File: src/rtl/afa_pkg.sv
package afa_pkg;
  typedef enum logic [2:0] {
    ST_IDLE,
    ST_LOCK,
    ST_READ,
    ST_RDATA,
    ST_WRITE,
    ST_DONE
  } afa_state_e;
endpackage

File: src/rtl/afa_addr_gen.sv
module afa_addr_gen #(
  parameter int DATA_W = 64,
  parameter int ADDR_W = 32,
  parameter int OFF_W  = 16
) (
  input  logic [DATA_W-1:0]   base_i,
  input  logic [OFF_W-1:0]    off_i,
  input  logic                wide_i,
  output logic [ADDR_W-1:0]   addr_o,
  output logic [DATA_W/8-1:0] be_o,
  output logic                lane_o
);
  localparam int BE_W   = DATA_W / 8;
  localparam int HALF_B = BE_W / 2;
  localparam int LSB_W  = $clog2(BE_W);

  logic [DATA_W-1:0] off_ext;
  logic [DATA_W-1:0] ea;

  assign off_ext = {{(DATA_W-OFF_W){off_i[OFF_W-1]}}, off_i};
  assign ea      = base_i + off_ext;
  assign addr_o  = {ea[ADDR_W-1:LSB_W], {LSB_W{1'b0}}};
  assign lane_o  = ea[LSB_W-1];

  // one enable group per half; wide form opens both
  for (genvar g = 0; g < 2; g++) begin : g_be
    assign be_o[g*HALF_B +: HALF_B] = {HALF_B{wide_i || (lane_o == g[0])}};
  end
endmodule

File: src/rtl/afa_sum.sv
module afa_sum #(
  parameter int DATA_W = 64
) (
  input  logic [DATA_W-1:0] old_i,
  input  logic [DATA_W-1:0] addend_i,
  input  logic              wide_i,
  input  logic              lane_i,
  output logic [DATA_W-1:0] sum_o
);
  localparam int HALF_W = DATA_W / 2;

  logic [DATA_W-1:0] full_sum;
  logic [HALF_W-1:0] half_old;
  logic [HALF_W-1:0] half_sum;
  logic [DATA_W-1:0] merged;

  assign full_sum = old_i + addend_i;
  assign half_old = lane_i ? old_i[DATA_W-1:HALF_W] : old_i[HALF_W-1:0];
  assign half_sum = half_old + addend_i[HALF_W-1:0];

  for (genvar g = 0; g < 2; g++) begin : g_lane
    assign merged[g*HALF_W +: HALF_W] =
      (lane_i == g[0]) ? half_sum : old_i[g*HALF_W +: HALF_W];
  end

  assign sum_o = wide_i ? full_sum : merged;
endmodule

File: src/rtl/afa_ctrl.sv
module afa_ctrl
  import afa_pkg::*;
(
  input  logic clk_i,
  input  logic rst_ni,
  input  logic req_valid_i,
  input  logic mem_gnt_i,
  output logic req_ready_o,
  output logic busy_o,
  output logic lock_o,
  output logic done_o,
  output logic mem_req_o,
  output logic mem_we_o,
  output logic cap_en_o,
  output logic sum_en_o
);
  afa_state_e state_q, state_d;

  always_comb begin
    state_d = state_q;
    unique case (state_q)
      ST_IDLE:  if (req_valid_i) state_d = ST_LOCK;
      ST_LOCK:  state_d = ST_READ;
      ST_READ:  if (mem_gnt_i) state_d = ST_RDATA;
      ST_RDATA: state_d = ST_WRITE;
      ST_WRITE: if (mem_gnt_i) state_d = ST_DONE;
      ST_DONE:  state_d = ST_IDLE;
      default:  state_d = ST_IDLE;
    endcase
  end

  always_ff @(posedge clk_i or negedge rst_ni) begin
    if (!rst_ni) state_q <= ST_IDLE;
    else         state_q <= state_d;
  end

  assign req_ready_o = (state_q == ST_IDLE);
  assign cap_en_o    = req_ready_o && req_valid_i;
  assign busy_o      = (state_q == ST_LOCK) || (state_q == ST_READ) ||
                       (state_q == ST_RDATA) || (state_q == ST_WRITE);
  assign lock_o      = busy_o;
  assign mem_req_o   = (state_q == ST_READ) || (state_q == ST_WRITE);
  assign mem_we_o    = (state_q == ST_WRITE);
  assign sum_en_o    = (state_q == ST_RDATA);
  assign done_o      = (state_q == ST_DONE);

  a_r6_req_under_lock: assert property (@(posedge clk_i) disable iff (!rst_ni)
    mem_req_o |-> lock_o);

  a_r7_accept_locks: assert property (@(posedge clk_i) disable iff (!rst_ni)
    (req_valid_i && req_ready_o) |=> (lock_o && !req_ready_o));

  a_r8_done_after_wgnt: assert property (@(posedge clk_i) disable iff (!rst_ni)
    (mem_req_o && mem_we_o && mem_gnt_i) |=> (done_o && !lock_o));

  a_r8_done_single: assert property (@(posedge clk_i) disable iff (!rst_ni)
    done_o |=> !done_o);

  a_r5_write_after_read: assert property (@(posedge clk_i) disable iff (!rst_ni)
    (mem_req_o && !mem_we_o && mem_gnt_i) |=> (!mem_req_o && lock_o));
endmodule

File: src/rtl/afa_unit.sv
module afa_unit #(
  parameter int DATA_W = 64,
  parameter int ADDR_W = 32,
  parameter int OFF_W  = 16
) (
  input  logic                clk_i,
  input  logic                rst_ni,
  input  logic                req_valid_i,
  output logic                req_ready_o,
  input  logic [DATA_W-1:0]   req_base_i,
  input  logic [OFF_W-1:0]    req_off_i,
  input  logic [DATA_W-1:0]   req_addend_i,
  input  logic                req_wide_i,
  output logic                busy_o,
  output logic                lock_o,
  output logic                done_o,
  output logic                mem_req_o,
  input  logic                mem_gnt_i,
  output logic                mem_we_o,
  output logic [ADDR_W-1:0]   mem_addr_o,
  output logic [DATA_W/8-1:0] mem_be_o,
  output logic [DATA_W-1:0]   mem_wdata_o,
  input  logic [DATA_W-1:0]   mem_rdata_i
);
  localparam int BE_W = DATA_W / 8;

  logic              cap_en, sum_en, lane;
  logic [DATA_W-1:0] base_q, addend_q, sum_d, sum_q;
  logic [OFF_W-1:0]  off_q;
  logic              wide_q;
  logic [BE_W-1:0]   be;

  afa_ctrl u_ctrl (
    .clk_i       (clk_i),
    .rst_ni      (rst_ni),
    .req_valid_i (req_valid_i),
    .mem_gnt_i   (mem_gnt_i),
    .req_ready_o (req_ready_o),
    .busy_o      (busy_o),
    .lock_o      (lock_o),
    .done_o      (done_o),
    .mem_req_o   (mem_req_o),
    .mem_we_o    (mem_we_o),
    .cap_en_o    (cap_en),
    .sum_en_o    (sum_en)
  );

  always_ff @(posedge clk_i or negedge rst_ni) begin
    if (!rst_ni) begin
      base_q   <= '0;
      off_q    <= '0;
      addend_q <= '0;
      wide_q   <= 1'b0;
    end else if (cap_en) begin
      base_q   <= req_base_i;
      off_q    <= req_off_i;
      addend_q <= req_addend_i;
      wide_q   <= req_wide_i;
    end
  end

  afa_addr_gen #(.DATA_W(DATA_W), .ADDR_W(ADDR_W), .OFF_W(OFF_W)) u_addr (
    .base_i (base_q),
    .off_i  (off_q),
    .wide_i (wide_q),
    .addr_o (mem_addr_o),
    .be_o   (be),
    .lane_o (lane)
  );

  afa_sum #(.DATA_W(DATA_W)) u_sum (
    .old_i    (mem_rdata_i),
    .addend_i (addend_q),
    .wide_i   (wide_q),
    .lane_i   (lane),
    .sum_o    (sum_d)
  );

  // read data is live only in the cycle after the read grant
  always_ff @(posedge clk_i or negedge rst_ni) begin
    if (!rst_ni)     sum_q <= '0;
    else if (sum_en) sum_q <= sum_d;
  end

  assign mem_wdata_o = sum_q;
  assign mem_be_o    = mem_we_o ? be : '0;

  a_r3_wide_full_be: assert property (@(posedge clk_i) disable iff (!rst_ni)
    (mem_req_o && mem_we_o && wide_q) |-> (mem_be_o == {BE_W{1'b1}}));

  a_r4_half_be: assert property (@(posedge clk_i) disable iff (!rst_ni)
    (mem_req_o && mem_we_o && !wide_q) |-> ($countones(mem_be_o) == BE_W/2));

  a_r9_hold_until_gnt: assert property (@(posedge clk_i) disable iff (!rst_ni)
    (mem_req_o && !mem_gnt_i) |=> (mem_req_o && $stable(mem_addr_o) &&
      $stable(mem_we_o) && $stable(mem_be_o) && $stable(mem_wdata_o)));

  a_r2_addr_fixed_in_lock: assert property (@(posedge clk_i) disable iff (!rst_ni)
    (lock_o && $past(lock_o)) |-> $stable(mem_addr_o));
endmodule

File: config.mk
export PLATFORM = sky130hd
export DESIGN_NAME = afa_unit
export DESIGN_NICKNAME = d
export VERILOG_FILES = /design/src/rtl/afa_pkg.sv /design/src/rtl/afa_addr_gen.sv /design/src/rtl/afa_sum.sv /design/src/rtl/afa_ctrl.sv /design/src/rtl/afa_unit.sv
export SDC_FILE = /design/constraint.sdc
export NUM_CORES = 1
export LEC_CHECK = 0
export ABC_CLOCK_PERIOD_IN_PS = 8200
export BUFFER_PORTS_ARGS = -buffer_cell sky130_fd_sc_hd__buf_2
export CAP_MARGIN = 0
export CORE_MARGIN = 2
export CORE_UTILIZATION = 30
export CTS_BUF_LIST = sky130_fd_sc_hd__clkbuf_4 sky130_fd_sc_hd__clkbuf_8 sky130_fd_sc_hd__clkbuf_16
export DETAILED_ROUTE_END_ITERATION = 7
export PLACE_DENSITY_LB_ADDON = 0.25
export SLEW_MARGIN = 10
export SYNTH_ARGS = -nofsm -noshare
export SYNTH_HDL_FRONTEND = slang
export SYNTH_SLANG_ARGS = --single-unit
export TNS_END_PERCENT = 10
File: constraint.sdc
create_clock -name clk_i -period 8.2 [get_ports clk_i]
set_input_delay 0 -clock clk_i [delete_from_list [all_inputs] [get_ports clk_i]]
set_output_delay 0 -clock clk_i [all_outputs]
set_load 0.05 [all_outputs]
==> run metrics, run 1 <==
global router's overall resource usage=0.216; clock-pin slew on the worst setup and hold paths=about 0.08 ns; I/O pin count=about 320; number of hold buffers added after cts=161; total DRC errors in the routed layout=0; initial standard-cell utilization of the core=0.303; chip height=roughly 230 µm; worst-margin pin slew=roughly 1.1 ns; result of the run=completed; DPL Wire Length=42100 µm; longest individual stage delay on the worst path=~0.66 ns; cells after synthesis=1762; type of the most critical hold path=input pin to register; Finish-stage setup viols=0; setup TNS=0 ns; Layout Utilization=0.388; total of cells resized after clock tree synthesis=0; crit share post-route=0.707; Relative slew margins=0.298; Max Cap Violations=0; count of flip-flops with a built-in enable after synthesis=0; Final nets=around 2500; top post-synthesis cells by area=dfrtp_1 31%, ha_1 11%, mux2_2 8.7%, nand2_1 7.1%, a21oi_1 6.6%; count of yosys warnings during synthesis=0; unrepaired setup endpoints after global routing=false; library cell occupying the most area in the post-synthesis netlist=dfrtp_1; pin count of the biggest net entering global routing=75; count of input and output buffers=about 290; vias in the first global route=14200; average instance area after synthesis=~8.4 µm²; worst endpoint required time=8.57 ns; clock root buffer=clkbuf_16; type of element capturing the critical path=register; CP cell instances=ha_1 > a31oi_1 > xor2_4 > buf_4 > nand2_1 > nand2_1 > ha_1 > a21oi_1 > o22ai_1 > a211oi_1 > nor3_1 > nor4_1 > o31ai_1 > a21oi_1 > xor2_1 > o21ai_0 > mux2i_1 > a21oi_1; Initial DRT Pass Iterations=5; Finished Layout Cells=2776; core region area=48600 µm²; fraction of final layout cells with drive strength greater than 1=0.214; Post-CTS Setup Repair Bufs=0; clock sink total=between 150 and 200; commonest cells after routing, fill and taps aside=286 x buf_2, 278 x nand2_1, 195 x a21oi_1, 179 x dfrtp_1, 161 x dlygate4sd3_1; layout overhead on the synthesized area=28.2%; placer's final routability congestion estimate=0.927; number of buffers added by the clock tree synthesis step=17; CP Class=register to register; Die Span X=225 µm; average routed wire per standard cell=19.8 µm; drt initial violations=1083; maximum fanout along the worst path=45; clock latency reported for the late side of the worst-skew pair=0.50 ns; total of flip-flops plus latches after synthesis=180; final count of pins violating max slew=0; Worst EP arrival=about 6 ns; crit path launch type=register; deepest clock path buffer count=2; final period demand of the worst path=slightly below 6 ns; portion of the post-synthesis area used by sequential elements=0.306; number of vias per cell=between 5 and 6; Peak Freq=172 MHz; total via count after detailed routing=roughly 15000; most common library cell in the layout ignoring fill and taps=buf_2; final-layout fill cell count=5023; ys flop type=dfrtp_1; Post-Syn Area=14700 µm²; number of antenna violations at the first check in global routing=9; total global routing overflow=0; final worst clock skew=between 0.01 and 0.015 ns; slowest cell on the critical path=xor2_4; area share of the largest cell type after synthesis=0.306; number of levels in the clock H-tree=4; cell seen most often among critical-path stages=a21oi_1; fraction of registers with async set/reset=1.00; clock tree from TritonCTS=yes; Hold Vio Cnt, Final=0; wire length of the first global-routing pass=about 83000 µm; number of placement rows=81; Antenna Nets Post-Route=0; die area=50800 µm²; count of different cell masters after synthesis=68; cell count after placement=around 2600; drt total wl=54800 µm
cell usage after synthesis (25+ instances only):
cell type  number
xnor2_1        62
o21ai_0       121
nand2_1       278
clkbuf_1       81
nand3_1        25
inv_1          32
nor2_1        110
xor2_1         49
dfrtp_1       180
a21oi_1       195
nand4_1        28
a21o_1         55
mux2_2        114
ha_1          127
critical path, delay by kind of cell, from the launching register on:
kind                       cells  cell delay, ns
muxes                          1            0.14
AOI/OAI and AO/OA              8            2.06
DFF                            1            0.39
buffers and inverters          1            0.56
adders and majority gates      2            0.61
xor gates and xnor gates       2            0.91
and+or+nand+nor                4            0.93
metrics by stage:
| stage | hold WS [ns] | instance area (µm²) | setup slack, ns |
|---|---|---|---|
| floorplan | -0.296 | 14700 | 3.47 |
| global placement | 0.0379 | 16600 | 2.49 |
| detailed placement | 0.0371 | 16600 | 2.51 |
| CTS | 0.00460 | 18900 | 2.47 |
| global route | 0.0245 | 18900 | 2.05 |
| finish | 0.0415 | 18900 | 2.40 |
worst paths after layout:
check	depth (start not counted)	startpoint	to	slack, ns
setup / recovery	18	base_q[1]	mem_wdata_o[61]	2.40
hold / removal	5	mem_rdata_i[40]	mem_wdata_o[40]	0.04
setup reg to reg	18	base_q[1]	mem_wdata_o[61]	2.40
hold reg to reg	2	mem_wdata_o[7]	mem_wdata_o[7]	0.48
max in group asynchronous	4	rst_ni	wide_q	6.07
min in group asynchronous	2	rst_ni	addend_q[42]	0.08
routing by layer:
layer | vias up | global-route usage | part of all wire
li1 | 7075 | - | -
met1 | 7004 | 0.292 | 0.46
met2 | 424 | 0.339 | 0.45
met3 | 76 | 0.0445 | 0.058
met4 | 4 | 0.0825 | 0.027
met5 | - | 0 | 0.00044
logic make-up (layout without fill, tap and decap cells):
kind of cell | count (synthesis) | in the layout | share of synthesized area
fa+ha+maj | 129 | 129 | 0.111
mux | 122 | 122 | 0.0927
flops | 180 | 180 | 0.306
other cells | 1 | 8 | 0.000255
simple gates | 538 | 538 | 0.160
xor+xnor | 111 | 111 | 0.0661
compound gates | 544 | 544 | 0.227
buf+inv | 137 | 522 | 0.0377
sequential cells by signal, summed over array words and instances (netlist names):
| register | cells |
|---|---|
| u_ctrl.state_q | 3 |
| off_q | 16 |
| base_q | 32 |
| wide_q | 1 |
| mem_wdata_o | 64 |
| addend_q | 64 |
layout make-up:
cell class / instances / area, µm² / area share
multi-input cells: 1447 / 9700 / 0.514
flip-flops and latches: 180 / 4510 / 0.239
repair buffers: 459 / 3140 / 0.166
well taps: 622 / 778 / 0.0413
clock buffers: 18 / 439 / 0.0233
clock inverters: 13 / 173 / 0.00915
inverters: 32 / 120 / 0.00637
diodes: 5 / 12.5 / 0.000663
Power of run 1 is left out: the tool's default activity adds up to more than one toggle a clock period on the data nets, which glitch-free logic cannot reach.
==> run 2, diff against run 1 <==
--- a/config.mk
+++ b/config.mk
@@ -5,7 +5,7 @@
 export SDC_FILE = /design/constraint.sdc
 export NUM_CORES = 1
 export LEC_CHECK = 0
-export ABC_CLOCK_PERIOD_IN_PS = 8200
+export ABC_CLOCK_PERIOD_IN_PS = 4700
 export BUFFER_PORTS_ARGS = -buffer_cell sky130_fd_sc_hd__buf_2
 export CAP_MARGIN = 0
 export CORE_MARGIN = 2
==> constraint.sdc (replaced) <==
create_clock -name clk_i -period 4.7 [get_ports clk_i]
set_input_delay 0 -clock clk_i [delete_from_list [all_inputs] [get_ports clk_i]]
set_output_delay 0 -clock clk_i [all_outputs]
set_load 0.05 [all_outputs]
==> run metrics, run 2 (synthesis results as in run 1) <==
clock sink total=180 (unchanged); Initial DRT Pass Iterations=5 (unchanged); deepest clock path buffer count=2 (unchanged); clock tree from TritonCTS=yes; placer's final routability congestion estimate=0.944 (+1.9%); fraction of final layout cells with drive strength greater than 1=0.238 (+0.0247); unrepaired setup endpoints after global routing=true; count of input and output buffers=287 (unchanged); crit share post-route=0.931 (+0.224); end of the worst register-to-register path=mem_wdata_o[60]; Die Span X=225 µm (unchanged); drt initial violations=886 (-18%); crit path launch type=register; number of placement rows=81 (unchanged); longest individual stage delay on the worst path=0.38 ns (-0.28 ns); clock-pin slew on the worst setup and hold paths=0.07 ns (about the same); maximum fanout along the worst path=4 (-91%); final worst clock skew=0.0119 ns (-0.000259 ns); result of the run=completed; final count of pins violating max slew=0 (unchanged); worst hold slack across all endpoints=0.0262 ns (-0.0152 ns); Worst Min Path Start=mem_rdata_i[8]; I/O pin count=323 (unchanged); Peak Freq=229 MHz (+33%); type of the most critical hold path=input pin to register; Finished Layout Cells=2833 (+2.1%); Relative slew margins=0.328 (+0.0299); CP cell instances=ha_1 > a31oi_1 > buf_4 > xor2_4 > buf_4 > nand2_1 > nand2_1 > ha_1 > nor2b_1 > o21ai_0 > a21oi_2 > o21ai_1 > a31oi_2 > buf_4 > a21oi_1 > o221ai_1 > buf_4 > o21a_1 > o31a_1 > o21ai_1; Worst EP arrival=4.79 ns (-1.37 ns); total global routing overflow=0 (unchanged); die area=50800 µm² (unchanged); pin count of the biggest net entering global routing=97 (+29%); Antenna Nets Post-Route=0 (unchanged); Worst Path Buf+Inv=4 (+3); core region area=48600 µm² (unchanged); slowest cell on the critical path=dfrtp_1; reg-to-reg setup timing slack=0.33 ns (-2.08 ns); Hold Crit Endpoint=mem_wdata_o[8]; final period demand of the worst path=4.37 ns (-1.42 ns); total DRC errors in the routed layout=0 (unchanged); layout overhead on the synthesized area=31.6%; final-layout fill cell count=4969 (-1.1%); average routed wire per standard cell=19.7 µm (-0.45%); vias in the first global route=14700 (+3.5%); initial standard-cell utilization of the core=0.303 (unchanged); DPL Wire Length=43600 µm (+3.4%); number of antenna violations at the first check in global routing=8 (-1); wire length of the first global-routing pass=84500 µm (+1.5%); drt total wl=55700 µm (+1.6%); worst endpoint required time=5.12 ns (-3.45 ns); global router's overall resource usage=0.219 (+0.00273); worst-margin pin slew=1.01 ns (-0.0422 ns); clock latency reported for the late side of the worst-skew pair=0.50 ns (about the same); number of vias per cell=5.25 (about the same); chip height=225 µm (unchanged); r2r startpoint=base_q[1]; hold-critical path depth=5 (unchanged); Finish-stage setup viols=0 (unchanged); type of element capturing the critical path=register; total via count after detailed routing=14900 (+2.0%); most common library cell in the layout ignoring fill and taps=buf_2; cell count after placement=2639 (+2.3%); Hold Vio Cnt, Final=0 (unchanged); Final nets=2536 (+2.3%); commonest cells after routing, fill and taps aside=286 x buf_2, 278 x nand2_1, 194 x a21oi_1, 179 x dfrtp_1, 158 x dlygate4sd3_1; clock root buffer=clkbuf_16; r2r worst-path depth=20 (+2); cell seen most often among critical-path stages=buf_4; Layout Utilization=0.398 (+0.0103); Max Cap Violations=0 (unchanged); delay-heaviest family, CP=compound AO/OA/AOI/OAI gates; number of buffers added by the clock tree synthesis step=17 (unchanged); CP Class=register to register; number of levels in the clock H-tree=4 (unchanged)
==> run 2: cell type report <==
cell class	instances	area (µm²)	area share
inverters	32	120	0.00620
diodes	4	10.0	0.000517
multi-input cells	1447	9740	0.503
clock inverters	12	166	0.00859
well taps	622	778	0.0402
repair buffers	516	3590	0.185
clock buffers	20	454	0.0234
flip-flops and latches	180	4510	0.233
==> run 2: repair_timing <==
item / CTS / global route
setup buffers: 0 / 0
hold buffers: 158 / 0
setup endpoints to repair: 4 / 23
pin swaps: 0 / 1
hold endpoints to repair: 240 / 0
gates resized for setup: 3 / 14
==> run 2: per-layer routing <==
metal,share of wire,vias up,global-route usage
li1,-,7201,-
met1,0.45,7129,0.286
met2,0.46,465,0.352
met3,0.061,76,0.0507
met4,0.029,8,0.0827
met5,0.00079,-,0
==> run 2: how the worst max path moves through the flow <==
stage | from | end | slack, ns | cells past startpoint
CTS | base_q[2] | mem_wdata_o[61] | 0.07 | 21
detailed placement | base_q[1] | mem_wdata_o[61] | -0.04 | 21
global route | base_q[1] | mem_wdata_o[61] | -0.03 | 21
floorplan | base_q[1] | mem_wdata_o[58] | 0.02 | 22
finish | base_q[1] | mem_wdata_o[60] | 0.33 | 20
global placement | base_q[1] | mem_wdata_o[61] | 0.19 | 22
==> run 2: stage by stage <==
step           setup slack (ns)  cell area, µm²  TNS, ns
3_5_place_dp            -0.0388           17100  -0.0505
4_1_cts                  0.0679           19300        0
6_report                  0.326           19400        0
2_1_floorplan            0.0158           14700        0
5_1_grt                 -0.0312           19400  -0.0422
3_3_place_gp              0.191           17100        0
==> run 2: worst reg2reg max path, delay by kind of cell, from the launching register on <==
family / cells / cell delay (ns)
AOI/OAI and AO/OA: 10 / 2.11
and+or+nand+nor: 3 / 0.24
buffers and inverters: 4 / 0.74
xor gates and xnor gates: 1 / 0.29
DFF: 1 / 0.38
adders and majority gates: 2 / 0.54
Power of run 2 is left out for the same reason.
==> run 3, diff against run 2 <==
--- a/config.mk
+++ b/config.mk
@@ -8,10 +8,10 @@
 export ABC_CLOCK_PERIOD_IN_PS = 4700
 export BUFFER_PORTS_ARGS = -buffer_cell sky130_fd_sc_hd__buf_2
 export CAP_MARGIN = 0
-export CORE_MARGIN = 2
 export CORE_UTILIZATION = 30
 export CTS_BUF_LIST = sky130_fd_sc_hd__clkbuf_4 sky130_fd_sc_hd__clkbuf_8 sky130_fd_sc_hd__clkbuf_16
 export DETAILED_ROUTE_END_ITERATION = 7
+export HOLD_SLACK_MARGIN = 0.12
 export PLACE_DENSITY_LB_ADDON = 0.25
 export SLEW_MARGIN = 10
 export SYNTH_ARGS = -nofsm -noshare
==> run metrics, run 3 (synthesis results as in run 1) <==
I/O pin count=323 (unchanged); commonest cells after routing, fill and taps aside=286 x buf_2, 278 x nand2_1, 193 x a21oi_1, 179 x dfrtp_1, 175 x dlygate4sd3_1; Max Cap Violations=0 (unchanged); pin count of the biggest net entering global routing=100 (+3.1%); global router's overall resource usage=0.225 (+0.00588); type of element capturing the critical path=register; Hold Vio Cnt, Final=0 (unchanged); vias in the first global route=14600 (-0.42%); clock tree from TritonCTS=yes; worst endpoint required time=5.12 ns (about the same); number of vias per cell=5.28 (+0.62%); setup TNS=0 ns (unchanged); longest individual stage delay on the worst path=0.38 ns (about the same); total global routing overflow=0 (unchanged); clock root buffer=clkbuf_16; maximum fanout along the worst path=5 (+1); clock latency reported for the late side of the worst-skew pair=0.50 ns (about the same); Initial DRT Pass Iterations=5 (unchanged); Antenna Nets Post-Route=0 (unchanged); worst hold slack across all endpoints=0.162 ns (+0.136 ns); crit share post-route=0.934 (+0.00336); cell seen most often among critical-path stages=buf_4; Worst EP arrival=4.81 ns (+0.02 ns); dpl cell area=16900 µm² (-0.97%); fraction of final layout cells with drive strength greater than 1=0.231 (-0.00718); most common library cell in the layout ignoring fill and taps=buf_2; die area=49900 µm² (-1.8%); chip height=223 µm (-0.89%); slowest cell on the critical path=dfrtp_1; CP Class=register to register; minimum setup slack after placement=-0.114 ns (-0.0757 ns); worst-margin pin slew=1.04 ns (+0.0325 ns); Relative slew margins=0.304 (-0.0233); total via count after detailed routing=14900 (+0.087%); initial standard-cell utilization of the core=0.306 (+0.00378); drt initial violations=977 (+10%); unrepaired setup endpoints after global routing=false; total DRC errors in the routed layout=0 (unchanged); DPL Wire Length=43300 µm (-0.64%); placer's final routability congestion estimate=0.965 (+2.2%); crit path launch type=register; number of placement rows=80 (-1.2%); final worst clock skew=0.0153 ns (+0.00345 ns); average routed wire per standard cell=19.9 µm (+1.2%); wire length of the first global-routing pass=85500 µm (+1.2%); final period demand of the worst path=4.39 ns (+0.0158 ns); core region area=48000 µm² (-1.2%); Final nets=2531 (-0.20%); crit path setup slack, layout=0.310 ns (-0.0158 ns); Final Cell Area=19500 µm² (+0.48%); Peak Freq=228 MHz (-0.36%); clock-pin slew on the worst setup and hold paths=0.07 ns (about the same); Finish-stage setup viols=0 (unchanged); number of buffers added by the clock tree synthesis step=17 (unchanged); drt total wl=56100 µm (+0.63%); number of levels in the clock H-tree=4 (unchanged); result of the run=completed; count of input and output buffers=287 (unchanged); deepest clock path buffer count=2 (unchanged); type of the most critical hold path=input pin to register; CP cell instances=ha_1 > a31oi_4 > buf_4 > xor2_4 > buf_12 > buf_4 > nand2_1 > nand2_1 > ha_1 > nor2b_1 > o21ai_0 > a21oi_1 > buf_4 > o21ai_1 > a31oi_1 > buf_4 > o21ai_0 > a31oi_2 > buf_4 > a31oi_1 > xnor2_1 > nand2_1 > a21oi_1; number of antenna violations at the first check in global routing=3 (-5); clock sink total=180 (unchanged); Die Span X=223 µm (-0.89%); final count of pins violating max slew=0 (unchanged); layout overhead on the synthesized area=32.2%
run 3: cell count changes in the layout (fill, tap and decap cells not counted), moves of 2 or more:
cell	change
diode_2	-3
buf_12	+3
nor3_2	+2
dlygate4sd3_1	+17
buf_4	-26
nor3_1	-2
run 3: cell type report:
type,instances,area (µm²)
fillers,4928,28600
multi-input cells,1447,9780
flip-flops and latches,180,4510
repair buffers,511,3650
well taps,615,769
clock buffers,19,440
clock inverters,13,193
inverters,32,120
diodes,1,2.50
run 3: worst paths after layout:
check	cells after the start	endpoint	slack, ns	from
setup / recovery	23	mem_wdata_o[30]	0.31	base_q[1]
hold / removal	5	mem_wdata_o[39]	0.16	mem_rdata_i[39]
setup reg to reg	23	mem_wdata_o[30]	0.31	base_q[1]
hold reg to reg	2	mem_wdata_o[43]	0.47	mem_wdata_o[43]
max in group asynchronous	4	mem_wdata_o[11]	2.81	rst_ni
min in group asynchronous	3	mem_wdata_o[9]	0.59	rst_ni
run 3: critical path, delay by kind of cell (launching register included):
| family | cells | cell delay (ns) |
|---|---|---|
| xor gates and xnor gates | 2 | 0.31 |
| adders and majority gates | 2 | 0.57 |
| DFF | 1 | 0.38 |
| and+or+nand+nor | 4 | 0.31 |
| AOI/OAI and AO/OA | 9 | 1.77 |
| buffers and inverters | 6 | 0.95 |
run 3: metrics by stage:
step / cells / utilization
2_1_floorplan: 1764 / -
3_3_place_gp: 2606 / 0.352
3_5_place_dp: 2606 / 0.352
4_1_cts: 2814 / 0.403
5_1_grt: 2818 / 0.405
6_report: 2818 / 0.405
run 3: per-layer routing:
layer | track usage | wire (µm) | vias up
met5 | 0 | 22 | -
met4 | 0.0868 | 1550 | 4
met3 | 0.0362 | 2640 | 77
met2 | 0.360 | 25800 | 437
met1 | 0.303 | 26000 | 7169
li1 | - | - | 7205
run 3: timing repair:
item	CTS	global route
endpoints found under the hold margin	252	0
setup endpoints to repair	8	23
pin swaps	0	4
setup buffers	1	3
cloned	0	0
hold buffers	175	0
resized for setup	3	18
Power of run 3 is left out for the same reason.
